`config.mk`:
```
export PLATFORM = sky130hd
export DESIGN_NAME = coh_home_dir
export DESIGN_NICKNAME = d
export VERILOG_FILES = /design/src/rtl/coh_dir_pkg.sv /design/src/rtl/coh_dir_store.sv /design/src/rtl/coh_dir_pick.sv /design/src/rtl/coh_dir_ctrl.sv /design/src/rtl/coh_home_dir.sv
export SDC_FILE = /design/constraint.sdc
export NUM_CORES = 1
export LEC_CHECK = 0
export BUFFER_PORTS_ARGS = -buffer_cell sky130_fd_sc_hd__buf_4
export CORE_MARGIN = 1.5
export CORE_UTILIZATION = 46
export DETAILED_ROUTE_END_ITERATION = 10
export PLACE_DENSITY_LB_ADDON = 0.2
export SLEW_MARGIN = 10
export SYNTH_ARGS = -nofsm -noshare
export SYNTH_HDL_FRONTEND = slang
export SYNTH_HIERARCHICAL = 1
export SYNTH_SLANG_ARGS = --single-unit
```
`constraint.sdc`:
```
create_clock -name clk -period 14.7 [get_ports clk]
set_input_delay 2.205 -clock clk [delete_from_list [all_inputs] [get_ports clk]]
set_output_delay 2.205 -clock clk [all_outputs]
set_load 0.01 [all_outputs]
```
`src/rtl/coh_dir_pkg.sv`:
```
package coh_dir_pkg;

    typedef enum logic [1:0] {
        RQ_RD_MISS = 2'd0,
        RQ_WR_MISS = 2'd1,
        RQ_INVAL   = 2'd2,
        RQ_WRBACK  = 2'd3
    } req_kind_e;

    typedef enum logic [1:0] {
        MS_DATA      = 2'd0,
        MS_INVAL     = 2'd1,
        MS_FETCH     = 2'd2,
        MS_FETCH_INV = 2'd3
    } msg_kind_e;

    typedef enum logic [1:0] {
        DIR_UNC = 2'd0,
        DIR_SHR = 2'd1,
        DIR_MOD = 2'd2
    } dir_state_e;

    typedef enum logic [1:0] {
        PH_IDLE = 2'd0,
        PH_INVS = 2'd1,
        PH_WAIT = 2'd2
    } phase_e;

endpackage

```
`src/rtl/coh_dir_store.sv`:
```
module coh_dir_store
    import coh_dir_pkg::*;
#(
    parameter int NPROC = 4,
    parameter int NBLK  = 8,
    parameter int DW    = 16,
    parameter int AW    = 3
) (
    input  logic                   clk,
    input  logic                   rst,
    input  logic [AW-1:0]          rd_addr,
    output dir_state_e             rd_state,
    output logic [NPROC-1:0]       rd_sharers,
    output logic [DW-1:0]          rd_data,
    input  logic                   we,
    input  logic [AW-1:0]          wr_addr,
    input  dir_state_e             wr_state,
    input  logic [NPROC-1:0]       wr_sharers,
    input  logic [DW-1:0]          wr_data
);

    dir_state_e       st_q  [NBLK];
    logic [NPROC-1:0] shr_q [NBLK];
    logic [DW-1:0]    dat_q [NBLK];

    always_ff @(posedge clk) begin
        if (rst) begin
            for (int i = 0; i < NBLK; i++) begin
                st_q[i]  <= DIR_UNC;
                shr_q[i] <= '0;
                dat_q[i] <= '0;
            end
        end else if (we) begin
            st_q[wr_addr]  <= wr_state;
            shr_q[wr_addr] <= wr_sharers;
            dat_q[wr_addr] <= wr_data;
        end
    end

    always_comb begin
        rd_state   = st_q[rd_addr];
        rd_sharers = shr_q[rd_addr];
        rd_data    = dat_q[rd_addr];
    end

endmodule

```
`src/rtl/coh_dir_pick.sv`:
```
module coh_dir_pick #(
    parameter int NPROC = 4,
    parameter int PID_W = 2
) (
    input  logic [NPROC-1:0] vec,
    output logic [PID_W-1:0] idx,
    output logic             any
);

    always_comb begin
        idx = '0;
        any = |vec;
        for (int i = NPROC - 1; i >= 0; i--) begin
            if (vec[i]) idx = PID_W'(i);
        end
    end

endmodule

```
`src/rtl/coh_dir_ctrl.sv`:
```
module coh_dir_ctrl
    import coh_dir_pkg::*;
#(
    parameter int NPROC = 4,
    parameter int PID_W = 2,
    parameter int AW    = 3,
    parameter int DW    = 16
) (
    input  logic             clk,
    input  logic             rst,
    input  logic             req_valid,
    input  logic [1:0]       req_kind,
    input  logic [PID_W-1:0] req_src,
    input  logic [AW-1:0]    req_addr,
    input  logic [DW-1:0]    req_data,
    output logic             req_ready,
    output logic [AW-1:0]    rd_addr,
    input  dir_state_e       ent_state,
    input  logic [NPROC-1:0] ent_sharers,
    input  logic [DW-1:0]    ent_data,
    output logic             we,
    output logic [AW-1:0]    wr_addr,
    output dir_state_e       wr_state,
    output logic [NPROC-1:0] wr_sharers,
    output logic [DW-1:0]    wr_data,
    output logic             msg_valid,
    output logic [1:0]       msg_kind,
    output logic [PID_W-1:0] msg_dest,
    output logic [AW-1:0]    msg_addr,
    output logic [DW-1:0]    msg_data,
    output phase_e           phase
);

    localparam logic [NPROC-1:0] ONE_P = NPROC'(1);

    phase_e           phase_q, phase_n;
    logic [AW-1:0]    cur_addr_q, cur_addr_n;
    logic [PID_W-1:0] cur_src_q, cur_src_n;
    req_kind_e        cur_kind_q, cur_kind_n;
    logic [NPROC-1:0] pend_q, pend_n;
    logic             mv_n;
    msg_kind_e        mk_n;
    logic [PID_W-1:0] mdest_n;
    logic [AW-1:0]    maddr_n;
    logic [DW-1:0]    md_n;

    logic [PID_W-1:0] own_idx, pend_idx;
    logic             own_any, pend_any;
    logic [NPROC-1:0] src_bit, cur_bit;
    req_kind_e        kind_in;
    logic             fire;

    coh_dir_pick #(.NPROC(NPROC), .PID_W(PID_W)) own_pick_i (
        .vec(ent_sharers), .idx(own_idx), .any(own_any)
    );

    coh_dir_pick #(.NPROC(NPROC), .PID_W(PID_W)) pend_pick_i (
        .vec(pend_q), .idx(pend_idx), .any(pend_any)
    );

    always_comb begin
        kind_in = req_kind_e'(req_kind);
        src_bit = '0;
        src_bit[req_src] = 1'b1;
        cur_bit = '0;
        cur_bit[cur_src_q] = 1'b1;
        rd_addr = (phase_q == PH_IDLE) ? req_addr : cur_addr_q;
        case (phase_q)
            PH_IDLE: req_ready = 1'b1;
            PH_WAIT: req_ready = (kind_in == RQ_WRBACK) && own_any &&
                                 (req_src == own_idx) && (req_addr == cur_addr_q);
            default: req_ready = 1'b0;
        endcase
        fire = req_valid && req_ready;
    end

    always_comb begin
        phase_n    = phase_q;
        cur_addr_n = cur_addr_q;
        cur_src_n  = cur_src_q;
        cur_kind_n = cur_kind_q;
        pend_n     = pend_q;
        we         = 1'b0;
        wr_addr    = rd_addr;
        wr_state   = ent_state;
        wr_sharers = ent_sharers;
        wr_data    = ent_data;
        mv_n       = 1'b0;
        mk_n       = MS_DATA;
        mdest_n    = cur_src_q;
        maddr_n    = cur_addr_q;
        md_n       = '0;
        case (phase_q)
            PH_IDLE: begin
                if (fire) begin
                    cur_addr_n = req_addr;
                    cur_src_n  = req_src;
                    cur_kind_n = kind_in;
                    maddr_n    = req_addr;
                    mdest_n    = req_src;
                    if (kind_in == RQ_WRBACK) begin
                        we      = 1'b1;
                        wr_data = req_data;
                        if (ent_state == DIR_MOD && ent_sharers == src_bit) begin
                            wr_state   = DIR_UNC;
                            wr_sharers = '0;
                        end
                    end else if (kind_in == RQ_RD_MISS) begin
                        if (ent_state == DIR_MOD) begin
                            mv_n    = 1'b1;
                            mk_n    = MS_FETCH;
                            mdest_n = own_idx;
                            phase_n = PH_WAIT;
                        end else begin
                            mv_n       = 1'b1;
                            md_n       = ent_data;
                            we         = 1'b1;
                            wr_state   = DIR_SHR;
                            wr_sharers = ent_sharers | src_bit;
                        end
                    end else begin
                        if (ent_state == DIR_SHR) begin
                            we         = 1'b1;
                            wr_state   = DIR_MOD;
                            wr_sharers = src_bit;
                            pend_n     = ent_sharers & ~src_bit;
                            phase_n    = PH_INVS;
                        end else if (ent_state == DIR_MOD) begin
                            mv_n       = 1'b1;
                            mk_n       = MS_FETCH_INV;
                            mdest_n    = own_idx;
                            phase_n    = PH_WAIT;
                            cur_kind_n = RQ_WR_MISS;
                        end else begin
                            mv_n       = 1'b1;
                            md_n       = ent_data;
                            we         = 1'b1;
                            wr_state   = DIR_MOD;
                            wr_sharers = src_bit;
                        end
                    end
                end
            end
            PH_INVS: begin
                if (pend_any) begin
                    mv_n    = 1'b1;
                    mk_n    = MS_INVAL;
                    mdest_n = pend_idx;
                    pend_n  = pend_q & (pend_q - ONE_P);
                end else begin
                    phase_n = PH_IDLE;
                    if (cur_kind_q == RQ_WR_MISS) begin
                        mv_n = 1'b1;
                        md_n = ent_data;
                    end
                end
            end
            PH_WAIT: begin
                if (fire) begin
                    we      = 1'b1;
                    wr_data = req_data;
                    if (cur_kind_q == RQ_RD_MISS) begin
                        wr_state   = DIR_SHR;
                        wr_sharers = ent_sharers | cur_bit;
                    end else begin
                        wr_state   = DIR_MOD;
                        wr_sharers = cur_bit;
                    end
                    mv_n    = 1'b1;
                    md_n    = req_data;
                    phase_n = PH_IDLE;
                end
            end
            default: phase_n = PH_IDLE;
        endcase
    end

    always_ff @(posedge clk) begin
        if (rst) begin
            phase_q    <= PH_IDLE;
            cur_addr_q <= '0;
            cur_src_q  <= '0;
            cur_kind_q <= RQ_RD_MISS;
            pend_q     <= '0;
            msg_valid  <= 1'b0;
            msg_kind   <= MS_DATA;
            msg_dest   <= '0;
            msg_addr   <= '0;
            msg_data   <= '0;
        end else begin
            phase_q    <= phase_n;
            cur_addr_q <= cur_addr_n;
            cur_src_q  <= cur_src_n;
            cur_kind_q <= cur_kind_n;
            pend_q     <= pend_n;
            msg_valid  <= mv_n;
            msg_kind   <= mk_n;
            msg_dest   <= mdest_n;
            msg_addr   <= maddr_n;
            msg_data   <= md_n;
        end
    end

    assign phase = phase_q;

endmodule

```
`src/rtl/coh_home_dir.sv`:
```
module coh_home_dir
    import coh_dir_pkg::*;
#(
    parameter int NPROC  = 4,
    parameter int NBLK   = 8,
    parameter int WORD_W = 8,
    parameter int NWORDS = 2,
    localparam int PID_W = $clog2(NPROC),
    localparam int AW    = $clog2(NBLK),
    localparam int DW    = WORD_W * NWORDS
) (
    input  logic             clk,
    input  logic             rst,
    input  logic             req_valid,
    input  logic [1:0]       req_kind,
    input  logic [PID_W-1:0] req_src,
    input  logic [AW-1:0]    req_addr,
    input  logic [DW-1:0]    req_data,
    output logic             req_ready,
    output logic             msg_valid,
    output logic [1:0]       msg_kind,
    output logic [PID_W-1:0] msg_dest,
    output logic [AW-1:0]    msg_addr,
    output logic [DW-1:0]    msg_data
);

    logic [AW-1:0]    rd_addr, wr_addr;
    dir_state_e       ent_state, wr_state;
    logic [NPROC-1:0] ent_sharers, wr_sharers;
    logic [DW-1:0]    ent_data, wr_data;
    logic             we;
    phase_e           phase;

    coh_dir_store #(.NPROC(NPROC), .NBLK(NBLK), .DW(DW), .AW(AW)) store_i (
        .clk(clk), .rst(rst),
        .rd_addr(rd_addr), .rd_state(ent_state), .rd_sharers(ent_sharers),
        .rd_data(ent_data),
        .we(we), .wr_addr(wr_addr), .wr_state(wr_state),
        .wr_sharers(wr_sharers), .wr_data(wr_data)
    );

    coh_dir_ctrl #(.NPROC(NPROC), .PID_W(PID_W), .AW(AW), .DW(DW)) ctrl_i (
        .clk(clk), .rst(rst),
        .req_valid(req_valid), .req_kind(req_kind), .req_src(req_src),
        .req_addr(req_addr), .req_data(req_data), .req_ready(req_ready),
        .rd_addr(rd_addr), .ent_state(ent_state), .ent_sharers(ent_sharers),
        .ent_data(ent_data),
        .we(we), .wr_addr(wr_addr), .wr_state(wr_state),
        .wr_sharers(wr_sharers), .wr_data(wr_data),
        .msg_valid(msg_valid), .msg_kind(msg_kind), .msg_dest(msg_dest),
        .msg_addr(msg_addr), .msg_data(msg_data),
        .phase(phase)
    );

endmodule

```
## Yosys cells after proc, flatten, opt, wreduce, memory -nomap -nowiden

Memories as Yosys holds them, arrays and structs flattened.
Index checks and enable logic that the tools add are counted.

- Register bits after elaboration: 34
- Bits in writable memories: 176
- Word-level logic and storage cells: 165
- Memories: 3

Memory list:

| memory | words | width | rd ports | clocked after Yosys merged registers in | wr ports | line | RTL |
|---|---|---|---|---|---|---|---|
| store_i.dat_q | 8 | 16 | 1 | 0 | 8 | coh_dir_store.sv:24 | `logic [DW-1:0] dat_q [NBLK];` |
| store_i.shr_q | 8 | 4 | 1 | 0 | 8 | coh_dir_store.sv:23 | `logic [NPROC-1:0] shr_q [NBLK];` |
| store_i.st_q | 8 | 2 | 1 | 0 | 8 | coh_dir_store.sv:22 | `dir_state_e st_q [NBLK];` |

- $add $sub $neg: 1
- Order comparisons: 4
- Equality and inequality tests: 16
- Multiplexer cells: 108
- Bitwise gates (word level): 5
- Reductions and logical operators: 19

Operator list:

| cell | count |
|---|---|
| $mux W16 | 12 |
| $mux W2 | 41 |
| $mux W4 | 15 |
| $pmux W16 S3 | 1 |
| $pmux W16 S2 | 1 |
| $mux W1 | 23 |
| $pmux W4 S2 | 2 |
| $reduce_or A16 Y1 | 1 |
| $mux W3 | 4 |
| $pmux W2 S2 | 3 |
| $reduce_or A4 Y1 | 3 |
| $and A4 B4 Y4 | 2 |
| $ne A2 B2 Y1 const B | 4 |
| $or A4 B4 Y4 | 2 |
| $logic_and A1 B1 Y1 | 7 |
| $eq A2 B1 Y1 const B | 3 |
| $eq A2 B2 Y1 const B | 3 |
| $logic_not A2 Y1 | 3 |
| $lt A2 B3 Y1 const B | 2 |
| $ne A2 B1 Y1 const B | 3 |
| $pmux W2 S3 | 1 |
| $reduce_and A6 Y1 | 1 |
| $demux W1 S2 | 2 |
| $eq A4 B4 Y1 | 1 |
| 11 further kinds | 13 |

## Logic depth before layout (Yosys ltp)

An unclocked memory read counts as a cell.

- Depth after elaboration: 19
- Gate-level depth with buffers: 17
- Depth with buffers taken out: 13

## Cells and area by module

Netlist, hierarchy kept.

By module, submodules not included:

| module | instances | cells each | area each (um^2) | sequential area each (um^2) |
|---|---|---|---|---|
| coh_dir_store | 1 | 505 | 8,050.2 | 5,285.1 |
| coh_dir_ctrl | 1 | 232 | 2,109.5 | 680.7 |
| coh_dir_pick | 2 | 7 | 35.0 | 0.0 |

## Worst setup path after synthesis

No wires, ideal clock.

- Path kind: input -> output
- Start: input req_addr[0]
- End: output req_ready
- Data arrival time: 4,836 ps
- Data required time: 12,495 ps
- Path slack: 7,659 ps
- Stages on the path: 10
- Path through: mux2_2 buf_6 buf_6 mux4_1 mux2_2 nor3_1 xor2_1 or4_4 o21ai_4 nor2b_1

RTL lines:

| what | line | RTL |
|---|---|---|
| from (decl) | coh_home_dir.sv:17 | `input logic [AW-1:0] req_addr,` |
| $mux W3 | coh_dir_ctrl.sv:67 | `rd_addr = (phase_q == PH_IDLE) ? req_addr : cur_addr_q;` |
| $mem_v2 Z8 W4 | -- |  |
| net ent_sharers[0] | coh_home_dir.sv:29 | `logic [NPROC-1:0] ent_sharers, wr_sharers;` |
| $mux W2 | coh_dir_pick.sv:14 | `if (vec[i]) idx = PID_W'(i);` |
| net ctrl_i.own_idx[1] | coh_dir_ctrl.sv:47 | `logic [PID_W-1:0] own_idx, pend_idx;` |
| $eq A2 B2 Y1 | coh_dir_ctrl.sv:71 | `(req_src == own_idx) && (req_addr == cur_addr_q);` |
| $logic_and A1 B1 Y1 | coh_dir_ctrl.sv:70 | `PH_WAIT: req_ready = (kind_in == RQ_WRBACK) && own_any &&` |
| $logic_and A1 B1 Y1 | coh_dir_ctrl.sv:71 |  |
| $pmux W1 S2 | coh_dir_ctrl.sv:68 | `case (phase_q)` |
| to (decl) | coh_home_dir.sv:19 | `output logic req_ready,` |

The timed path passes the listed nets, and every way through them passes these cells.

## Final worst setup path

- Start: input req_addr[0]
- End: output req_ready

RTL lines:

| what | line | RTL |
|---|---|---|
| $mux W3 | coh_dir_ctrl.sv:67 |  |
| net rd_addr[0] | coh_home_dir.sv:27 | `logic [AW-1:0] rd_addr, wr_addr;` |
| $mem_v2 Z8 W4 | -- |  |
| net ent_sharers[0] | coh_home_dir.sv:29 |  |
| $mux W2 | coh_dir_pick.sv:14 |  |
| net ctrl_i.own_idx[1] | coh_dir_ctrl.sv:47 |  |
| $eq A2 B2 Y1 | coh_dir_ctrl.sv:71 |  |
| $logic_and A1 B1 Y1 | coh_dir_ctrl.sv:70 |  |
| $logic_and A1 B1 Y1 | coh_dir_ctrl.sv:71 |  |
| $pmux W1 S2 | coh_dir_ctrl.sv:68 |  |

The timed path passes the listed nets, and every way through them passes these cells.

==> results.sh <==
export IMPL_synth_area_um2=10200
export IMPL_drtIter0Drc=493
export IMPL_multi_input_area_um2=3800
export IMPL_ys_seq_area_share_pct=58.3
export IMPL_min_path_type="reg2reg"
export IMPL_postRouteAntennaNets=0
export IMPL_maxCapViolations=0
export IMPL_place_gp_congestion=0.882
export IMPL_clock_latency_ns=0.52
export IMPL_routedWlPerCell_um=21.8
export IMPL_peakVddDrop_mv=0.0821
export IMPL_post_route_period_util_pct=52.8
export IMPL_track_usage_pct=20.2
export IMPL_grt_overflow=0
export IMPL_crit_slowest_cell="mux4_1"
export IMPL_die_h_um=152
export IMPL_synth_most_common_cell="nor3_1"
export IMPL_p_sw_share_pct=26.9
export IMPL_grt_pass1_vias=6521
export IMPL_path_cells="buf_4, mux2_2, buf_4, mux4_1, mux2_2, nor3_1, xor2_1, or4_4, o21ai_4, nor2b_1, buf_4"
export IMPL_core_um2=21800
export IMPL_io_buffer_count=50
export IMPL_fin_nets=814
export IMPL_ys_ff_latch=210
export IMPL_hold_viol_final=0
export IMPL_synthTopCellsByArea="edfxtp_1 52%, mux4_1 11%, nor3_1 8.9%, dfxtp_1 6.7%, mux2_2 3.6%"
export IMPL_synth_warnings=6
export IMPL_vias=6517
export IMPL_die_w_um=152
export IMPL_min_period_ns=7.76
export IMPL_cts_htree_levels=1
export IMPL_p_comb_share_pct=17.3
export IMPL_cts_sinks=210
export IMPL_drv_slew=0
export IMPL_internal_power_uw=1110
export IMPL_synth_top_cell_area_share_pct=51.7
export IMPL_layout_drive_gt1_share_pct=20.7
export IMPL_drc=0
export IMPL_clkTransAtPathRegs_ns=0.05
export IMPL_r2r_slack_ns=8.29
export IMPL_p_leak_uw=0.00412
export IMPL_syn_avg_cell_area_um2=13.6
export IMPL_num_fill_cells=1838
export IMPL_yosysUniqueCellTypes=56
export IMPL_cp_start_kind="primary input"
export IMPL_worst_pin_slew_ns=1.17
export IMPL_yosys_most_used_dff="edfxtp_1"
export IMPL_clkPwrFrac_pct=37.4
export IMPL_setup_tns_ns=0
export IMPL_crit_fanout=48
export IMPL_cts_resized=0
export IMPL_antenna_cells=0
export IMPL_cts_max_path_buffers=3
export IMPL_syn_nets=785
export IMPL_hpwl_um=14000
export IMPL_hold_path_startpoint="ctrl_i/cur_kind_q[1]"
export IMPL_die_area_um2=23100
export IMPL_finish_utilization_pct=52.7
export IMPL_numCtsBuffers=24
export IMPL_antenna_found_initial=0
export IMPL_run_status="completed"
export IMPL_synth_area_leader_cell="edfxtp_1"
export IMPL_cts_root_buf="clkbuf_16"
export IMPL_reg2reg_from="ctrl_i/phase[1]"
export IMPL_postSynthCellCount=751
export IMPL_startpoint="req_addr[0]"
export IMPL_setup_viol=0
export IMPL_fin_skew_ns=0.0168
export IMPL_cts_tree="yes"
export IMPL_grt_max_degree=93
export IMPL_routed_wl_um=23500
export IMPL_slowest_delay_ns=0.65
export IMPL_p_per_area_nw_per_um2=132
export IMPL_initial_core_util_pct=46.9
export IMPL_synth_edff_count=176
export IMPL_cp_common_cell="buf_4"
export IMPL_synth_commonest_cells="182 x nor3_1, 176 x edfxtp_1, 44 x mux4_1"
export IMPL_synthArstFlopShare_pct=0
export IMPL_num_io_pins=51
export IMPL_end_kind="output pin"
export IMPL_cp_arrival_ns=5.55
export IMPL_syn_to_final_growth_pct=12.5
export IMPL_postCtsSetupBuffers=0
export IMPL_cts_hold_buffers=0
export IMPL_grt_pass1_wl_um=36700
export IMPL_criticalPathCategory="in2out"
export IMPL_cp_required_ns=12.49
export IMPL_rsz0062_at_grt="false"
export IMPL_sequentialPowerShare_pct=45.2
export IMPL_power_switching_uw=410
export IMPL_fmax_mhz=129
export IMPL_drtPass1Iterations=5
export IMPL_core_rowCount=54
export IMPL_relSlewSlack_pct=22.2
export IMPL_viasPerCell=6.05
export IMPL_register_area_um2=5970
[worst max-delay path: cells and delay by family]
kind,cells,cell delay [ns]
mux,3,1.12
simple gates,3,1.04
buf+inv,3,0.86
compound gates,1,0.18
xor+xnor,1,0.13
[kinds of logic after synthesis]
family          count (synthesis)  synth area share [%]
mux                            88                  16.5
xor+xnor                        6                 0.514
fa+ha+maj                       8                 0.979
flops                         210                  58.3
compound gates                 76                  5.76
buf+inv                        98                  4.97
simple gates                  265                  13.0
[layout by cell type, fill, tap and decap left out, types with 4 or more instances in the layout]
master	instances
clkinv_1	25
a22o_1	17
nor2_1	16
nor3_1	182
buf_4	67
o21ai_0	8
and2_1	4
clkbuf_1	5
mux2_4	10
inv_1	12
clkbuf_16	24
clkinv_2	4
nand3_1	5
edfxtp_1	176
clkbuf_8	4
a32o_1	4
mux2_2	33
dfxtp_1	34
mux4_1	44
a21oi_1	14
ha_1	8
o21bai_2	7
xor2_1	4
nand2_1	30
nand2b_1	8
[power by group through the flow]
| stage | sequential, uW | combinational (uW) | clock, uW |
|---|---|---|---|
| 2_1_floorplan | 698 | 192 | 0 |
| 3_3_place_gp | 699 | 258 | 0 |
| 3_5_place_dp | 701 | 262 | 0 |
| 4_1_cts | 689 | 263 | 583 |
| 5_1_grt | 691 | 285 | 604 |
| 6_report | 689 | 264 | 570 |
[cell type report]
type	count	area share [%]
clock buffer	33	5.86
clock inverter	10	0.750
inverter	34	1.11
multi-input combinational	443	33.0
sequential	210	51.9
tap	280	3.05
timing repair buffer	67	4.37
[per-stage QoR]
| step | worst slack (ns) | hold slack [ns] | instances | power [uW] | area, um^2 |
|---|---|---|---|---|---|
| 2_1_floorplan | 7.66 | 0.440 | 751 | 889 | 10200 |
| 3_3_place_gp | 6.99 | 0.458 | 1034 | 957 | 10700 |
| 3_5_place_dp | 6.92 | 0.481 | 1034 | 963 | 10700 |
| 4_1_cts | 6.93 | 0.489 | 1077 | 1530 | 11500 |
| 5_1_grt | 6.79 | 0.532 | 1077 | 1580 | 11500 |
| 6_report | 6.94 | 0.484 | 1077 | 1520 | 11500 |
[sequential cells by signal, summed over array words and instances (netlist names), 2 cells and up]
signal             flops
ctrl_i/cur_addr_q      3
ctrl_i/cur_kind_q      2
ctrl_i/cur_src_q       2
ctrl_i/msg_data       16
ctrl_i/msg_dest        2
ctrl_i/msg_kind        2
ctrl_i/pend_q          4
ctrl_i/phase           2
store_i/dat_q        128
store_i/shr_q         32
store_i/st_q          16
[path summary, 6_finish.rpt]
check                    endpoint  cells past startpoint
min reg2reg  ctrl_i/cur_kind_q[1]                      2
max                     req_ready                     11
max reg2reg   store_i/shr_q[5][2]                     13
min          ctrl_i/cur_kind_q[1]                      2
[layer usage]
metal,wire (um),global-route usage [%],vias up
li1,-,-,2991
met1,10300,28.2,3253
met2,11300,33.7,246
met3,1570,3.05,27
met4,301,4.39,0
met5,0,0,-
Note: power is estimated with default switching activity, not from simulation.
